### src/rtl/snoop_cache_pkg.sv
package snoop_cache_pkg;

  typedef enum logic [1:0] {
    ST_IDLE  = 2'd0,
    ST_WBACK = 2'd1,
    ST_FILL  = 2'd2
  } ctrl_state_e;

  // strobes from control to datapath
  typedef struct packed {
    logic cpuWrite;   // write processor data into the hit line
    logic fillWrite;  // install the returned fill word
    logic busOwned;   // cache is master; snoop path is blind
    logic wbSel;      // memory address comes from the victim tag
  } dp_strobe_t;

endpackage

### src/rtl/snoop_cache_dpath.sv
module snoop_cache_dpath
  import snoop_cache_pkg::*;
#(
  parameter int ADDR_W = 10,
  parameter int DATA_W = 32,
  parameter int IDX_W  = 3
) (
  input  logic              clk,
  input  logic              rstN,
  input  dp_strobe_t        strobe,
  input  logic [ADDR_W-1:0] cpuAddr,
  input  logic [DATA_W-1:0] cpuWdata,
  input  logic [DATA_W-1:0] memRdata,
  input  logic              snpValid,
  input  logic              snpWe,
  input  logic [ADDR_W-1:0] snpAddr,
  output logic              cpuHit,
  output logic              victimDirty,
  output logic              conflict,
  output logic [DATA_W-1:0] cpuRdata,
  output logic [ADDR_W-1:0] memAddr,
  output logic [DATA_W-1:0] memWdata,
  output logic              intvValid,
  output logic [DATA_W-1:0] intvData
);
  localparam int LINES = 1 << IDX_W;
  localparam int TAG_W = ADDR_W - IDX_W;

  logic              validQ [LINES];
  logic              dirtyQ [LINES];
  logic [TAG_W-1:0]  tagQ   [LINES];
  logic [DATA_W-1:0] dataQ  [LINES];

  logic [IDX_W-1:0] cpuIdx, snpIdx;
  logic [TAG_W-1:0] cpuTag, snpTag;
  logic snpLive, snpHit, purge;

  assign cpuIdx = cpuAddr[IDX_W-1:0];
  assign cpuTag = cpuAddr[ADDR_W-1:IDX_W];
  assign snpIdx = snpAddr[IDX_W-1:0];
  assign snpTag = snpAddr[ADDR_W-1:IDX_W];

  // processor lookup port
  assign cpuHit      = validQ[cpuIdx] && (tagQ[cpuIdx] == cpuTag);
  assign victimDirty = validQ[cpuIdx] && dirtyQ[cpuIdx];
  assign cpuRdata    = dataQ[cpuIdx];

  // snoop lookup port (read-only)
  assign snpLive   = snpValid && !strobe.busOwned;
  assign snpHit    = snpLive && validQ[snpIdx] && (tagQ[snpIdx] == snpTag);
  assign purge     = snpHit && snpWe;
  assign intvValid = snpHit && !snpWe && dirtyQ[snpIdx];
  assign intvData  = dataQ[snpIdx];
  assign conflict  = snpLive && (snpIdx == cpuIdx);

  // bus master address/data
  assign memAddr  = strobe.wbSel ? {tagQ[cpuIdx], cpuIdx} : cpuAddr;
  assign memWdata = dataQ[cpuIdx];

  for (genvar g = 0; g < LINES; g++) begin : gLine
    localparam logic [IDX_W-1:0] LINE_ID = IDX_W'(g);
    logic selCpu, selSnp;
    assign selCpu = (cpuIdx == LINE_ID);
    assign selSnp = (snpIdx == LINE_ID);

    always_ff @(posedge clk) begin
      if (!rstN) begin
        validQ[g] <= 1'b0;
        dirtyQ[g] <= 1'b0;
      end else if (purge && selSnp) begin
        validQ[g] <= 1'b0;
        dirtyQ[g] <= 1'b0;
      end else if (strobe.fillWrite && selCpu) begin
        validQ[g] <= 1'b1;
        dirtyQ[g] <= 1'b0;
      end else if (strobe.cpuWrite && selCpu) begin
        dirtyQ[g] <= 1'b1;
      end
    end

    always_ff @(posedge clk) begin
      if (strobe.fillWrite && selCpu) begin
        tagQ[g]  <= cpuTag;
        dataQ[g] <= memRdata;
      end else if (strobe.cpuWrite && selCpu) begin
        dataQ[g] <= cpuWdata;
      end
    end
  end

endmodule

### src/rtl/snoop_cache_ctrl.sv
module snoop_cache_ctrl
  import snoop_cache_pkg::*;
(
  input  logic       clk,
  input  logic       rstN,
  input  logic       cpuReq,
  input  logic       cpuWe,
  input  logic       cpuHit,
  input  logic       victimDirty,
  input  logic       conflict,
  input  logic       memAck,
  output dp_strobe_t strobe,
  output logic       cpuReady,
  output logic       memReq,
  output logic       memWe
);
  ctrl_state_e stateQ, stateD;

  always_ff @(posedge clk) begin
    if (!rstN) stateQ <= ST_IDLE;
    else       stateQ <= stateD;
  end

  always_comb begin
    stateD   = stateQ;
    strobe   = '0;
    cpuReady = 1'b0;
    memReq   = 1'b0;
    memWe    = 1'b0;
    unique case (stateQ)
      ST_IDLE: begin
        if (cpuReq && !conflict) begin
          if (cpuHit) begin
            cpuReady        = 1'b1;
            strobe.cpuWrite = cpuWe;
          end else begin
            stateD = victimDirty ? ST_WBACK : ST_FILL;
          end
        end
      end
      ST_WBACK: begin
        memReq          = 1'b1;
        memWe           = 1'b1;
        strobe.wbSel    = 1'b1;
        strobe.busOwned = 1'b1;
        if (memAck) stateD = ST_FILL;
      end
      ST_FILL: begin
        memReq          = 1'b1;
        strobe.busOwned = 1'b1;
        if (memAck) begin
          strobe.fillWrite = 1'b1;
          stateD           = ST_IDLE;
        end
      end
      default: stateD = ST_IDLE;
    endcase
  end

endmodule

### src/rtl/snoop_cache.sv
module snoop_cache
  import snoop_cache_pkg::*;
#(
  parameter int ADDR_W = 10,
  parameter int DATA_W = 32,
  parameter int IDX_W  = 3
) (
  input  logic              clk,
  input  logic              rstN,
  input  logic              cpuReq,
  input  logic              cpuWe,
  input  logic [ADDR_W-1:0] cpuAddr,
  input  logic [DATA_W-1:0] cpuWdata,
  output logic              cpuReady,
  output logic [DATA_W-1:0] cpuRdata,
  output logic              memReq,
  output logic              memWe,
  output logic [ADDR_W-1:0] memAddr,
  output logic [DATA_W-1:0] memWdata,
  input  logic              memAck,
  input  logic [DATA_W-1:0] memRdata,
  input  logic              snpValid,
  input  logic              snpWe,
  input  logic [ADDR_W-1:0] snpAddr,
  output logic              intvValid,
  output logic [DATA_W-1:0] intvData
);
  dp_strobe_t strobe;
  logic cpuHit, victimDirty, conflict;

  snoop_cache_ctrl uCtrl (
    .clk(clk), .rstN(rstN), .cpuReq(cpuReq), .cpuWe(cpuWe),
    .cpuHit(cpuHit), .victimDirty(victimDirty), .conflict(conflict),
    .memAck(memAck), .strobe(strobe), .cpuReady(cpuReady),
    .memReq(memReq), .memWe(memWe)
  );

  snoop_cache_dpath #(.ADDR_W(ADDR_W), .DATA_W(DATA_W), .IDX_W(IDX_W)) uDpath (
    .clk(clk), .rstN(rstN), .strobe(strobe), .cpuAddr(cpuAddr),
    .cpuWdata(cpuWdata), .memRdata(memRdata), .snpValid(snpValid),
    .snpWe(snpWe), .snpAddr(snpAddr), .cpuHit(cpuHit),
    .victimDirty(victimDirty), .conflict(conflict), .cpuRdata(cpuRdata),
    .memAddr(memAddr), .memWdata(memWdata), .intvValid(intvValid),
    .intvData(intvData)
  );

endmodule

### config.mk
export PLATFORM = sky130hd
export DESIGN_NAME = snoop_cache
export DESIGN_NICKNAME = d
export VERILOG_FILES = /design/src/rtl/snoop_cache_pkg.sv /design/src/rtl/snoop_cache_dpath.sv /design/src/rtl/snoop_cache_ctrl.sv /design/src/rtl/snoop_cache.sv
export SDC_FILE = /design/constraint.sdc
export NUM_CORES = 1
export LEC_CHECK = 0
export ABC_AREA = 1
export BUFFER_PORTS_ARGS = -buffer_cell sky130_fd_sc_hd__buf_2
export CORE_MARGIN = 2
export CORE_UTILIZATION = 49
export DETAILED_ROUTE_END_ITERATION = 8
export MAX_ROUTING_LAYER = met4
export PLACE_DENSITY = 0.71
export SLEW_MARGIN = 20
export SYNTH_ARGS = -nofsm -noshare
export SYNTH_HDL_FRONTEND = slang
export SYNTH_HIERARCHICAL = 1
export SYNTH_SLANG_ARGS = --single-unit
### constraint.sdc
create_clock -name clk -period 4.8 [get_ports clk]
set_input_delay 1.2 -clock clk [delete_from_list [all_inputs] [get_ports clk]]
set_output_delay 1.2 -clock clk [all_outputs]
set_load 0.02 [all_outputs]
==> results of run 1 <==
[kinds of logic after synthesis]
group	Yosys count	share of synthesized area, %
compound gates	516	16.1
simple gates	1010	22.3
fa+ha+maj	5	0.334
xor+xnor	2	0.0935
flops	330	52.7
buf+inv	365	8.56
[per-stage QoR]
step	power, mW	setup slack, ns	hold WS [ns]
floorplan	4.10	0.462	0.479
global placement	4.48	0.135	0.500
detailed placement	4.50	0.0155	0.519
CTS	7.30	0.139	0.527
global route	7.54	0.0630	0.548
finish	7.32	0.141	0.525
[tightest hold or removal path: stages (launching register included)]
cell and delay (ns):
dfxtp_1 0.32, nor2_1 0.11, nor2_1 0.05
[flip-flops by register name (all words and copies together), names as in the netlist]
| register | flops |
|---|---|
| uDpath/dirtyQ | 8 |
| uDpath/dataQ | 256 |
| uDpath/tagQ | 56 |
| uDpath/validQ | 8 |
| uCtrl/stateQ | 2 |
[cells in the mapped netlist (3+ instances only)]
cell type | count | area [sq um]
nand3b_1 | 8 | 60.1
o21ai_0 | 334 | 1670
nor2_2 | 5 | 31.3
clkbuf_1 | 91 | 342
a31oi_1 | 11 | 68.8
nand2_1 | 791 | 2970
a22oi_1 | 36 | 270
a211oi_1 | 4 | 30.0
a21oi_1 | 9 | 45.0
o22ai_1 | 56 | 350
nand3_1 | 51 | 255
nand3_2 | 7 | 70.1
nor2_1 | 64 | 240
inv_1 | 167 | 627
buf_6 | 3 | 33.8
buf_1 | 17 | 63.8
a211o_1 | 3 | 26.3
dfxtp_1 | 4 | 80.1
nand2_2 | 7 | 43.8
inv_2 | 7 | 26.3
nor3_1 | 8 | 40.0
nand4_1 | 62 | 388
a221oi_1 | 53 | 464
buf_2 | 32 | 160
buf_4 | 44 | 330
nor2_4 | 3 | 33.8
edfxtp_1 | 326 | 9790
ha_1 | 5 | 62.6
o2111ai_1 | 4 | 35.0
[layout by cell type, fill, tap and decap left out, drive strengths merged, types with 2 or more instances in the layout]
master	synthesis	routed
a2111oi	2	2
a211o	3	3
a211oi	4	4
a21oi	9	9
a221oi	53	53
a22oi	36	36
a31oi	11	11
buf	96	287
bufinv	0	4
clkbuf	91	45
clkinv	2	15
clkinvlp	0	2
dfxtp	4	4
diode	0	9
edfxtp	326	326
ha	5	5
inv	176	178
nand2	799	799
nand3	58	58
nand3b	8	8
nand4	62	62
nor2	73	73
nor3	8	8
o2111ai	4	4
o21a	2	2
o21ai	334	334
o22ai	56	56
[final timing paths]
path / endpoint / depth (start not counted)
max: cpuRdata[14] / 8
max reg2reg: uDpath/dataQ[0][17] / 17
min reg2reg: uCtrl/stateQ[1] / 2
min: uCtrl/stateQ[1] / 2
[where the power goes]
part           switching, mW  internal (mW)
clock                   1.15           1.69
sequential            0.0361           3.25
combinational          0.829          0.359
total                   2.02           5.30
[layer usage]
metal	vias to the layer above	part of all wire [%]	GRT usage (%)
li1	7945	-	-
met1	8157	38	40.2
met2	1220	46	51.0
met3	195	12	6.01
met4	0	4.0	14.6
met5	-	0	-
[area by class of cell]
cell class,count,area (sq um)
tap,511,639
timing repair buffer,287,1850
antenna,9,22.5
clock inverter,21,199
clock buffer,45,998
fill,3342,16100
multi-input combinational,1533,7320
sequential,330,9870
inverter,178,676
==> metrics, run 1 <==
post-layout util=57.3%; CP required=3.60 ns; DRT Pass-1 Iters=6; WL final=63400 microns; Crit. End Element=output pin; max incr delay on CP=0.58 ns; post-synthesis register bit count=330; GR Util All Layers=32.2%; Initial Utilization=49.8%; Clock Skew=0.0266 ns; Initial DRC Count=2302; Reg2Reg Setup Slack=1.59 ns; drc violations=0; CP max stage cell=o21ai_0; min-delay src=uCtrl/stateQ[1]; # setup viols final=0; asr flop ratio synth=0%; max cap viols=0; Die X-Extent=200 microns; setup_tns=0 ns; clk_lat worst skew=0.54 ns; average size of a mapped cell=8.41 sq um; CTS buffer count=37; worst-path cell chain=buf_2, inv_2, nand2_2, inv_2, buf_4, a221oi_1, o21ai_0, buf_2; io pins=201; Setup Crit Path Kind=in -> out; DR WL/cell=21.7 microns; non-filler instance count after layout=2914; fmax=215 MHz; DP Area=20300 sq um; grt total ovfl=0; prevailing post-synth register cell=edfxtp_1; Final #Nets=2463; initial antenna violation count=8; number of library cell types mapped by synthesis=42; crit path DAT=3.46 ns; CTS resizes=0; Worst Hold Class=reg -> reg; root buf cell=clkbuf_16; crit start category=input port; fin crit share=97.1%; synthesized cell area=18700 sq um; delay-heaviest family, CP=buffers and inverters; CTS Hold Bufs=0; placed cell count=2834; CTS H-tree depth=2; Setup Buffers After CTS=0; vias in the first global route=16.5k; status=finished clean; crit path time final=4.66 ns; Mapped Nets=2324; Buf/Inv on CP=5; first-pass GRT wire length=93100 microns; Die Y=200 microns; via count=17.5k; Worst-path clk slew=0.06 ns; clock tree sinks=330; port buffer count=200; CP startpoint=cpuAddr[0]; reg2reg start=uDpath/validQ[6]; sequential share of the synthesized area=52.7%; number of flops mapped to enable cells by yosys=326; ANT nets after route=0; die footprint=39800 sq um; post-DP HPWL=39400 microns; Core ar.=37700 sq um; Cells after Synth=2228; Site Rows=71; VDD IR-drop max=239 uV; P per Cell Area=339 nW/um^2; layout cell share with drive strength beyond 1=16.1%; Final GP Congestion=0.918; design area=21600 sq um; Ys Warns=6; Slew Limit Fails=0; Area Growth Syn to Fin=15.1%; P_leak=8.92 nW; slew of the pin with the lowest slew margin=0.907 ns; unrepaired setup endpoints after global routing=no; routed vias/inst=6.01; largest net degree at the start of global routing=63; Max Buffers Root-to-Sink=3; Hold Violations, Final=0; CP max FO=31; Slew HR=39.5%; TritonCTS clock tree=done
Note: power is estimated with default switching activity, not from simulation.
==> inputs of run 2 (changes only) <==
--- a/config.mk
+++ b/config.mk
@@ -7,11 +7,12 @@
 export LEC_CHECK = 0
 export ABC_AREA = 1
 export BUFFER_PORTS_ARGS = -buffer_cell sky130_fd_sc_hd__buf_2
-export CORE_MARGIN = 2
+export CORE_MARGIN = 4
 export CORE_UTILIZATION = 49
 export DETAILED_ROUTE_END_ITERATION = 8
 export MAX_ROUTING_LAYER = met4
 export PLACE_DENSITY = 0.71
+export RECOVER_POWER = 25
 export SLEW_MARGIN = 20
 export SYNTH_ARGS = -nofsm -noshare
 export SYNTH_HDL_FRONTEND = slang
==> run 2 against run 1 <==
Setup slack worse by 0.017 ns. Maximum frequency is 0.37% lower. Power increased by 2.5%.
==> metrics, run 2 (same netlist as run 1, synthesis figures left out) <==
Final GP Congestion=0.919; most frequent CP cell=buf_2; P per Cell Area=349 nW/um^2; WL final=63000 microns; largest reg by FF count=uDpath/dataQ; Final #Nets=2452; TritonCTS clock tree=done; CP required=3.60 ns; # setup viols final=0; DRT Pass-1 Iters=6; CTS resizes=0; CTS Hold Bufs=0; Initial DRC Count=1988; Initial Utilization=49.8%; DR WL/cell=21.7 microns; root buf cell=clkbuf_16; slew of the pin with the lowest slew margin=1.10 ns; clk_lat worst skew=0.55 ns; largest net degree at the start of global routing=65; Clock Skew=0.0235 ns; Crit. End Element=output pin; crit start category=input port; GR Util All Layers=30.4%; total chip power=7.50 mW; Worst Hold Class=reg -> reg; status=finished clean; Site Rows=71; CTS buffer count=38; die footprint=41400 sq um; Core ar.=37700 sq um; crit path time final=4.68 ns; delay-heaviest family, CP=buffers and inverters; routed vias/inst=6.03; Slew Limit Fails=0; Max Buffers Root-to-Sink=3; Die X-Extent=204 microns; Slew HR=26.4%; post-DP HPWL=39200 microns; commonest non-fill, non-tap cell in the layout=nand2_1; initial antenna violation count=5; max cap viols=0; clock tree sinks=330; crit path DAT=3.48 ns; Setup Buffers After CTS=0; fin crit share=97.4%; most frequent cells in the layout=nand2_1, o21ai_0, edfxtp_1; vias in the first global route=17.1k; Worst Hold Slack=0.511 ns; final setup margin=0.124 ns; P_leak=8.80 nW; grt total ovfl=0; non-filler instance count after layout=2902; fmax=214 MHz; Hold Violations, Final=0; io pins=201; worst-path cell chain=buf_2, inv_1, nand2_1, inv_2, buf_4, a221oi_1, o21ai_0, buf_2; drc violations=0; CP max FO=30; Buf/Inv on CP=5; placed cell count=2827; Setup WS pre-CTS=0.309 ns; port buffer count=200; VDD IR-drop max=257 uV; first-pass GRT wire length=95300 microns; Worst-path clk slew=0.05 ns; layout cell share with drive strength beyond 1=14.5%; via count=17.5k; ANT nets after route=0; Setup Crit Path Kind=in -> out; max FFs per register=256; unrepaired setup endpoints after global routing=no; CP max stage cell=o21ai_0; setup_tns=0 ns; CTS H-tree depth=2; Area Growth Syn to Fin=14.6%; Die Y=204 microns; max incr delay on CP=0.65 ns; Largest regs=uDpath/dataQ x256, uDpath/tagQ x56
[run 2: cell types whose count changed in the layout (fill, tap and decap cells not counted), sizes merged]
cell,previous run,this run
buf,287,251
diode,9,7
clkbuf,45,72
clkinvlp,2,1
bufinv,4,6
inv,178,176
[run 2: final timing paths]
kind | slack [ns] | startpoint | to | depth (start not counted)
setup / recovery | 0.12 | cpuAddr[0] | cpuRdata[14] | 8
hold / removal | 0.51 | uCtrl/stateQ[1] | uCtrl/stateQ[1] | 2
setup reg to reg | 1.25 | uDpath/tagQ[7][5] | uDpath/dataQ[7][15] | 14
hold reg to reg | 0.51 | uCtrl/stateQ[1] | uCtrl/stateQ[1] | 2
[run 2: layout make-up]
| cell class | count | area, sq um |
|---|---|---|
| Clock buffer | 48 | 1050 |
| Antenna cell | 7 | 17.5 |
| Fill cell | 3290 | 16200 |
| Timing Repair Buffer | 275 | 1710 |
| Tap cell | 511 | 639 |
| Sequential cell | 330 | 9870 |
| Multi-Input combinational cell | 1533 | 7270 |
| Inverter | 178 | 676 |
| Clock inverter | 20 | 243 |
[run 2: worst min-delay path: stages (launching register included)]
cell and delay, ns:
dfxtp_1 0.32, nor2_1 0.10, nor2_1 0.05
[run 2: power by group]
group	switching, mW	internal [mW]
combinational	0.827	0.351
clock	1.17	1.87
sequential	0.0370	3.25
total	2.03	5.47
[run 2: metal layers]
metal	GRT usage (%)	wire [microns]	share of wire (%)
met5	-	0	0
met4	12.5	2440	3.9
met3	5.63	7760	12
met2	49.1	29800	47
met1	38.1	23000	37
[run 2: through the flow]
step | util (%) | area (sq um)
floorplan | - | 18700
global placement | 53.8 | 20300
detailed placement | 53.8 | 20300
CTS | 57.3 | 21600
global route | 57.0 | 21500
finish | 57.0 | 21500
